## src/rtl/calclk_pkg.sv

```systemverilog
package calclk_pkg;

    localparam int ADDR_W = 3;
    localparam int DATA_W = 8;
    localparam int MAX_RIPPLE = 6;

    localparam logic [ADDR_W-1:0] A_SEC  = 3'd0;
    localparam logic [ADDR_W-1:0] A_MIN  = 3'd1;
    localparam logic [ADDR_W-1:0] A_HOUR = 3'd2;
    localparam logic [ADDR_W-1:0] A_DAY  = 3'd3;
    localparam logic [ADDR_W-1:0] A_MON  = 3'd4;
    localparam logic [ADDR_W-1:0] A_YEAR = 3'd5;
    localparam logic [ADDR_W-1:0] A_WDAY = 3'd6;
    localparam logic [ADDR_W-1:0] A_CTRL = 3'd7;

    typedef enum logic [2:0] {
        ST_IDLE, ST_SEC, ST_MIN, ST_HOUR, ST_DAY, ST_MON, ST_YEAR
    } stage_e;

    typedef struct packed {
        logic [6:0] sec;
        logic [6:0] min;
        logic       pm;
        logic [5:0] hour;
        logic [5:0] day;
        logic [4:0] mon;
        logic [7:0] year;
        logic [2:0] wday;
    } cal_t;

    function automatic logic [7:0] bcd_inc(input logic [7:0] v);
        logic [7:0] r;
        if (v[3:0] == 4'd9) begin
            r = {v[7:4] + 4'd1, 4'd0};
        end else begin
            r = {v[7:4], v[3:0] + 4'd1};
        end
        return r;
    endfunction

    function automatic logic [6:0] bcd2bin(input logic [7:0] v);
        return 7'({3'd0, v[7:4]} * 7'd10 + {3'd0, v[3:0]});
    endfunction

    function automatic logic [6:0] month_len(input logic [4:0] mon_bcd, input logic [7:0] yr_bcd);
        logic [6:0] m;
        logic [6:0] y;
        m = bcd2bin({3'd0, mon_bcd});
        y = bcd2bin(yr_bcd);
        case (m)
            7'd2:                     month_len = (y[1:0] == 2'd0) ? 7'd29 : 7'd28;
            7'd4, 7'd6, 7'd9, 7'd11:  month_len = 7'd30;
            default:                  month_len = 7'd31;
        endcase
    endfunction

endpackage

```

## src/rtl/calclk_seq.sv

```systemverilog
module calclk_seq
    import calclk_pkg::*;
(
    input  logic   clk,
    input  logic   rst,
    input  logic   tick,
    input  logic   hold,
    input  logic   carry,
    output stage_e stage,
    output logic   busy
);

    logic pending;
    logic start;

    assign start = (stage == ST_IDLE) && !hold && (tick || pending);
    assign busy  = (stage != ST_IDLE);

    always_ff @(posedge clk) begin
        if (rst) begin
            stage   <= ST_IDLE;
            pending <= 1'b0;
        end else begin
            pending <= (pending || tick) && !start;
            case (stage)
                ST_IDLE: if (start) stage <= ST_SEC;
                ST_SEC:  stage <= carry ? ST_MIN  : ST_IDLE;
                ST_MIN:  stage <= carry ? ST_HOUR : ST_IDLE;
                ST_HOUR: stage <= carry ? ST_DAY  : ST_IDLE;
                ST_DAY:  stage <= carry ? ST_MON  : ST_IDLE;
                ST_MON:  stage <= carry ? ST_YEAR : ST_IDLE;
                default: stage <= ST_IDLE;
            endcase
        end
    end

endmodule

```

## src/rtl/calclk_fields.sv

```systemverilog
module calclk_fields
    import calclk_pkg::*;
(
    input  logic              clk,
    input  stage_e            stage,
    input  logic              wr_en,
    input  logic [ADDR_W-1:0] wr_addr,
    input  logic [DATA_W-1:0] wr_data,
    input  logic [ADDR_W-1:0] rd_addr,
    output logic [DATA_W-1:0] rd_data,
    output logic              carry,
    output logic              mode24,
    output cal_t              cal
);

    logic [6:0] sec_n, min_n;
    logic [5:0] hour_n, day_n;
    logic       pm_n;
    logic [4:0] mon_n;
    logic [7:0] year_n;
    logic [2:0] wday_n;
    logic       sec_w, min_w, hour_w, day_w, mon_w;

    always_comb begin
        sec_w  = (cal.sec == 7'h59);
        sec_n  = sec_w ? 7'h00 : bcd_inc({1'b0, cal.sec})[6:0];
        min_w  = (cal.min == 7'h59);
        min_n  = min_w ? 7'h00 : bcd_inc({1'b0, cal.min})[6:0];

        pm_n   = cal.pm;
        hour_w = 1'b0;
        if (mode24) begin
            hour_w = (cal.hour == 6'h23);
            hour_n = hour_w ? 6'h00 : bcd_inc({2'b00, cal.hour})[5:0];
        end else if (cal.hour == 6'h12) begin
            hour_n = 6'h01;
        end else if (cal.hour == 6'h11) begin
            hour_n = 6'h12;
            pm_n   = !cal.pm;
            hour_w = cal.pm;
        end else begin
            hour_n = bcd_inc({2'b00, cal.hour})[5:0];
        end

        day_w  = (bcd2bin({2'b00, cal.day}) >= month_len(cal.mon, cal.year));
        day_n  = day_w ? 6'h01 : bcd_inc({2'b00, cal.day})[5:0];
        wday_n = (cal.wday >= 3'd6) ? 3'd0 : cal.wday + 3'd1;
        mon_w  = (bcd2bin({3'd0, cal.mon}) >= 7'd12);
        mon_n  = mon_w ? 5'h01 : bcd_inc({3'd0, cal.mon})[4:0];
        year_n = (cal.year == 8'h99) ? 8'h00 : bcd_inc(cal.year);

        case (stage)
            ST_SEC:  carry = sec_w;
            ST_MIN:  carry = min_w;
            ST_HOUR: carry = hour_w;
            ST_DAY:  carry = day_w;
            ST_MON:  carry = mon_w;
            default: carry = 1'b0;
        endcase
    end

    always_ff @(posedge clk) begin
        if (stage == ST_IDLE) begin
            if (wr_en) begin
                case (wr_addr)
                    A_SEC:   cal.sec  <= wr_data[6:0];
                    A_MIN:   cal.min  <= wr_data[6:0];
                    A_HOUR:  begin
                        cal.hour <= wr_data[5:0];
                        cal.pm   <= wr_data[6];
                    end
                    A_DAY:   cal.day  <= wr_data[5:0];
                    A_MON:   cal.mon  <= wr_data[4:0];
                    A_YEAR:  cal.year <= wr_data;
                    A_WDAY:  cal.wday <= wr_data[2:0];
                    default: mode24   <= wr_data[0];
                endcase
            end
        end else begin
            case (stage)
                ST_SEC:  cal.sec  <= sec_n;
                ST_MIN:  cal.min  <= min_n;
                ST_HOUR: begin
                    cal.hour <= hour_n;
                    cal.pm   <= pm_n;
                end
                ST_DAY:  begin
                    cal.day  <= day_n;
                    cal.wday <= wday_n;
                end
                ST_MON:  cal.mon  <= mon_n;
                default: cal.year <= year_n;
            endcase
        end
    end

    always_comb begin
        case (rd_addr)
            A_SEC:   rd_data = {1'b0, cal.sec};
            A_MIN:   rd_data = {1'b0, cal.min};
            A_HOUR:  rd_data = {1'b0, cal.pm, cal.hour};
            A_DAY:   rd_data = {2'b00, cal.day};
            A_MON:   rd_data = {3'b000, cal.mon};
            A_YEAR:  rd_data = cal.year;
            A_WDAY:  rd_data = {5'd0, cal.wday};
            default: rd_data = {7'd0, mode24};
        endcase
    end

endmodule

```

## src/rtl/bcd_calendar_clock.sv

```systemverilog
module bcd_calendar_clock
    import calclk_pkg::*;
(
    input  logic              clk,
    input  logic              rst,
    input  logic              tick_1hz,
    input  logic              hold,
    input  logic              wr_en,
    input  logic [ADDR_W-1:0] wr_addr,
    input  logic [DATA_W-1:0] wr_data,
    input  logic [ADDR_W-1:0] rd_addr,
    output logic [DATA_W-1:0] rd_data,
    output logic              busy
);

    stage_e stage;
    logic   carry;
    logic   mode24;
    cal_t   cal;

    calclk_seq u_seq (
        .clk   (clk),
        .rst   (rst),
        .tick  (tick_1hz),
        .hold  (hold),
        .carry (carry),
        .stage (stage),
        .busy  (busy)
    );

    calclk_fields u_fields (
        .clk     (clk),
        .stage   (stage),
        .wr_en   (wr_en),
        .wr_addr (wr_addr),
        .wr_data (wr_data),
        .rd_addr (rd_addr),
        .rd_data (rd_data),
        .carry   (carry),
        .mode24  (mode24),
        .cal     (cal)
    );

endmodule

```

## config.mk

```make
export PLATFORM = sky130hd
export DESIGN_NAME = bcd_calendar_clock
export DESIGN_NICKNAME = d
export VERILOG_FILES = /design/src/rtl/calclk_pkg.sv /design/src/rtl/calclk_seq.sv /design/src/rtl/calclk_fields.sv /design/src/rtl/bcd_calendar_clock.sv
export SDC_FILE = /design/constraint.sdc
export NUM_CORES = 1
export LEC_CHECK = 0
export ABC_AREA = 0
export CAP_MARGIN = 20
export CELL_PAD_IN_SITES_DETAIL_PLACEMENT = 1
export CELL_PAD_IN_SITES_GLOBAL_PLACEMENT = 1
export CORE_MARGIN = 2
export CORE_UTILIZATION = 45
export CTS_CLUSTER_DIAMETER = 40
export CTS_CLUSTER_SIZE = 20
export DETAILED_ROUTE_END_ITERATION = 8
export DONT_BUFFER_PORTS = 1
export GPL_TIMING_DRIVEN = 0
export PLACE_DENSITY = 0.83
export RECOVER_POWER = 100
export SETUP_SLACK_MARGIN = 0.2
export SLEW_MARGIN = 20
export SYNTH_ARGS = -nofsm -noshare
export SYNTH_HDL_FRONTEND = slang
export SYNTH_SLANG_ARGS = --single-unit
```

## constraint.sdc

```tcl
create_clock -name clk -period 2.8 [get_ports clk]
set_input_delay 0.14 -clock clk [delete_from_list [all_inputs] [get_ports clk]]
set_output_delay 0.14 -clock clk [all_outputs]
set_load 0.005 [all_outputs]
```

==> reports/results.tsv <==
stage	metric	value	unit
final_layout	Design Area, Final	4060	um^2
power_and_ir_drop	Clock power frac	27.9	%
placement	Detailed Place HPWL	8.31	mm
logic_synthesis	Post-synth top cells	edfxtp_1 (44), o21ai_0 (41), nand2_1 (37)	
route	DR iter-0 viols	132	
final_layout	area occupied by multi-input gates	2150	um^2
logic_synthesis	EDFF count, synth	44	
clock_tree	clk slew on worst S/H paths	0.10	ns
route	first-pass iteration count of the detailed router	5	
logic_synthesis	Yosys reg bits	48	
power_and_ir_drop	internal cell power	0.00110	W
worst_setup_path	CP max FO	6	
sta	period utilization	108	%
sta	unrepaired setup endpoints after global routing	true	
run_status	status	complete, but fails checks	
logic_synthesis	top-count cell post-synth	edfxtp_1	
worst_setup_path	Arr. time, crit path	3.17	ns
sta	Worst Slack Setup Final	-0.216	ns
logic_synthesis	mapped cell area	3550	um^2
logic_synthesis	Ys Warns	0	
worst_setup_path	cell family with most CP delay	compound AO/OA/AOI/OAI gates	
route	final WL	11.2	mm
clock_tree	CTS max path bufs	2	
logic_synthesis	Post-Syn Instances	375	
power_and_ir_drop	Final Total Pwr	0.00156	W
placement	Placed Area	3710	um^2
power_and_ir_drop	Sw Share	29.7	%
power_and_ir_drop	pwr dens	384	nW/um^2
placement	RD Place Congestion	0.898	
sta	Final Hold Fails	0	
final_layout	Layout area overhead	14.4	%
worst_setup_path	CP Launch Type	register	
worst_setup_path	Setup CP Type	reg -> reg	
logic_synthesis	ys async rst share	0	%
floorplan	die area	8620	um^2
clock_tree	Root Buffer	clkbuf_8	
floorplan	Starting Density	46.2	%
final_layout	# fillers	897	
grt	GRT Total Usage	26.8	%
grt	pin count of the biggest net entering global routing	16	
power_and_ir_drop	Leak Pwr	1.50	nW
final_layout	share of layout cells above drive strength 1	15.8	%
worst_setup_path	Crit path required time	2.95	ns
route	Antenna Nets Post-Route	0	
sta	Slew Limit Headroom	49.2	%
floorplan	core area	7690	um^2
clock_tree	TritonCTS clock tree	done	
logic_synthesis	ranking of synthesized cells by area	edfxtp_1 (37%), ha_1 (9.5%), o21ai_0 (5.8%), nand2_1 (3.9%), nor2_1 (3.5%)	
logic_synthesis	Post-synth top flop	edfxtp_1	
logic_synthesis	Net Count, Synth	422	
power_and_ir_drop	Logic pwr share	18.3	%
sta	Worst-Margin Slew	0.760	ns
worst_setup_path	CP Buf/Inv Count	2	
clock_tree	cts bufs inserted	5	
final_layout	Final nets	444	
power_and_ir_drop	Reg power frac	53.8	%
logic_synthesis	post-synth top area share	37.2	%
route	DRC	0	
sta	Setup-failing EPs final	11	
floorplan	row count	32	
logic_synthesis	dominant cell type by area after synthesis	edfxtp_1	
logic_synthesis	syn avg cell area	9.47	um^2
sta	crit path time final	3.02	ns
grt	first-pass GRT wire length	17.6	mm
floorplan	Chip Height	92.8	um
final_layout	antenna cells	0	
sta	f_max	332	MHz
worst_setup_path	Largest stage delay, worst path	0.43	ns
clock_tree	clock latency on the worst-skew pair	0.32	ns
run_status	failing checks	setup timing	
flow_run	max cap viols	0	
logic_synthesis	sequential share of the synthesized area	39.5	%
grt	GRT Residual Overflow	0	
worst_setup_path	slowest CP cell	edfxtp_1	
route	Via Count	3077	
grt	vias in the first global route	3311	
route	vias per std cell	6.15	
floorplan	boundary pin count	28	
hold_path	worst hold path class	in -> reg	
final_layout	total area of sequential cells	1400	um^2
worst_setup_path	Cell Chain, Critical Path	buf_6 -> ha_4 -> xor2_4 -> nor2_2 -> o211ai_1 -> a21oi_2 -> o21ai_2 -> ha_1 -> nand2b_4 -> a21oi_4 -> nor4b_4 -> a211o_4 -> buf_4 -> o31ai_4	
clock_tree	Sink Count	48	
route	wire per inst	22.3	um
floorplan	die width	92.8	um
sta	fin. max-slew vios	0	
placement	PortBufs	0	
grt	initial antenna violation count	0	
sta	Max Clock Skew	0.0106	ns
clock_tree	htree depth	2	
power_and_ir_drop	Sw Pwr	0.000463	W
logic_synthesis	Yosys cell types	57	
power_and_ir_drop	VDD IR max	168	uV
worst_setup_path	Setup crit end kind	register	
## cells by family (layout without fill, tap and decap cells)
group / Yosys count / in the layout / synth area share (%)
compound gates: 101 / 101 / 17.3
xor+xnor: 17 / 17 / 4.19
fa+ha+maj: 28 / 28 / 10.1
buf+inv: 33 / 56 / 5.36
flops: 48 / 48 / 39.5
mux: 13 / 13 / 4.37
simple gates: 135 / 135 / 19.2
## path summary, 6_finish.rpt
| path | slack [ns] | to | start | cells past startpoint |
|---|---|---|---|---|
| max | -0.22 | u_fields.cal[18] | u_fields.cal[15] | 14 |
| min | 0.03 | u_seq.pending | tick_1hz | 2 |
| max reg2reg | -0.22 | u_fields.cal[18] | u_fields.cal[15] | 14 |
| min reg2reg | 0.54 | u_seq.pending | u_seq.pending | 2 |
## per-stage QoR
step / util [%] / instances / TNS [ns] / hold WS [ns] / setup slack [ns]
after floorplan: - / 375 / 0 / 0.211 / 0.0325
after global placement: 48.2 / 477 / -2.21 / 0.213 / -0.258
after detailed placement: 48.2 / 477 / -3.32 / 0.215 / -0.372
after CTS: 52.1 / 499 / -1.78 / 0.0306 / -0.213
after global routing: 52.9 / 500 / -2.74 / 0.0649 / -0.312
final: 52.9 / 500 / -1.67 / 0.0264 / -0.216
## flip-flops by register name (all words and copies together) (netlist names)
signal	count
u_fields.cal	43
u_seq.pending	1
u_fields.mode24	1
u_seq.stage	3
## power by group through the flow
| stage | registers, W | logic (W) | clock network, W |
|---|---|---|---|
| 2_1_floorplan | 0.000847 | 0.000178 | 0 |
| 6_report | 0.000840 | 0.000286 | 0.000436 |
| 3_3_place_gp | 0.000855 | 0.000235 | 0 |
| 3_5_place_dp | 0.000857 | 0.000250 | 0 |
| 4_1_cts | 0.000839 | 0.000274 | 0.000434 |
| 5_1_grt | 0.000842 | 0.000313 | 0.000456 |
## routing by layer
metal	global-route usage, %	up-vias	routed length [um]
met4	8.95	0	270
li1	-	1408	-
met3	4.96	21	732
met5	0	-	0
met2	46.6	107	5510
met1	33.5	1541	4650
## cell usage in the layout (no fill, tap or decap), types with 3 or more instances in the layout
cell type | synthesis | final
a21oi_1 | 23 | 21
a221oi_1 | 3 | 3
a22oi_1 | 5 | 5
a31oi_1 | 5 | 4
and2_1 | 3 | 3
buf_4 | 2 | 9
clkbuf_1 | 5 | 10
clkbuf_8 | 2 | 7
dfxtp_1 | 4 | 4
dlygate4sd3_1 | 0 | 3
edfxtp_1 | 44 | 44
ha_1 | 27 | 23
ha_4 | 0 | 3
inv_1 | 19 | 19
mux2i_1 | 11 | 11
nand2_1 | 37 | 36
nand2b_4 | 0 | 3
nand3_1 | 12 | 12
nand3b_1 | 3 | 3
nor2_1 | 33 | 32
nor2b_1 | 9 | 9
nor3_1 | 15 | 14
o21a_1 | 5 | 5
o21ai_0 | 41 | 37
o21ai_2 | 0 | 3
o31ai_2 | 0 | 3
xnor2_1 | 10 | 10
xor2_1 | 7 | 6
## repair_timing
action,CTS,global route
gates cloned,0,0
setup buffers,11,1
hold buffers,3,0
hold endpoints to repair,5,0
gates resized for setup,17,13
pin swaps,7,10
setup endpoints to repair,15,12
## cell type report
class	instances	area share (%)
repair buffers	15	2.96
inverters	19	1.75
plain buffers	14	2.65
well taps	102	3.14
flip-flops and latches	48	34.5
clock inverters	3	0.462
multi-input cells	294	52.9
clock buffers	5	1.69
(Power assumes the default switching activity.)
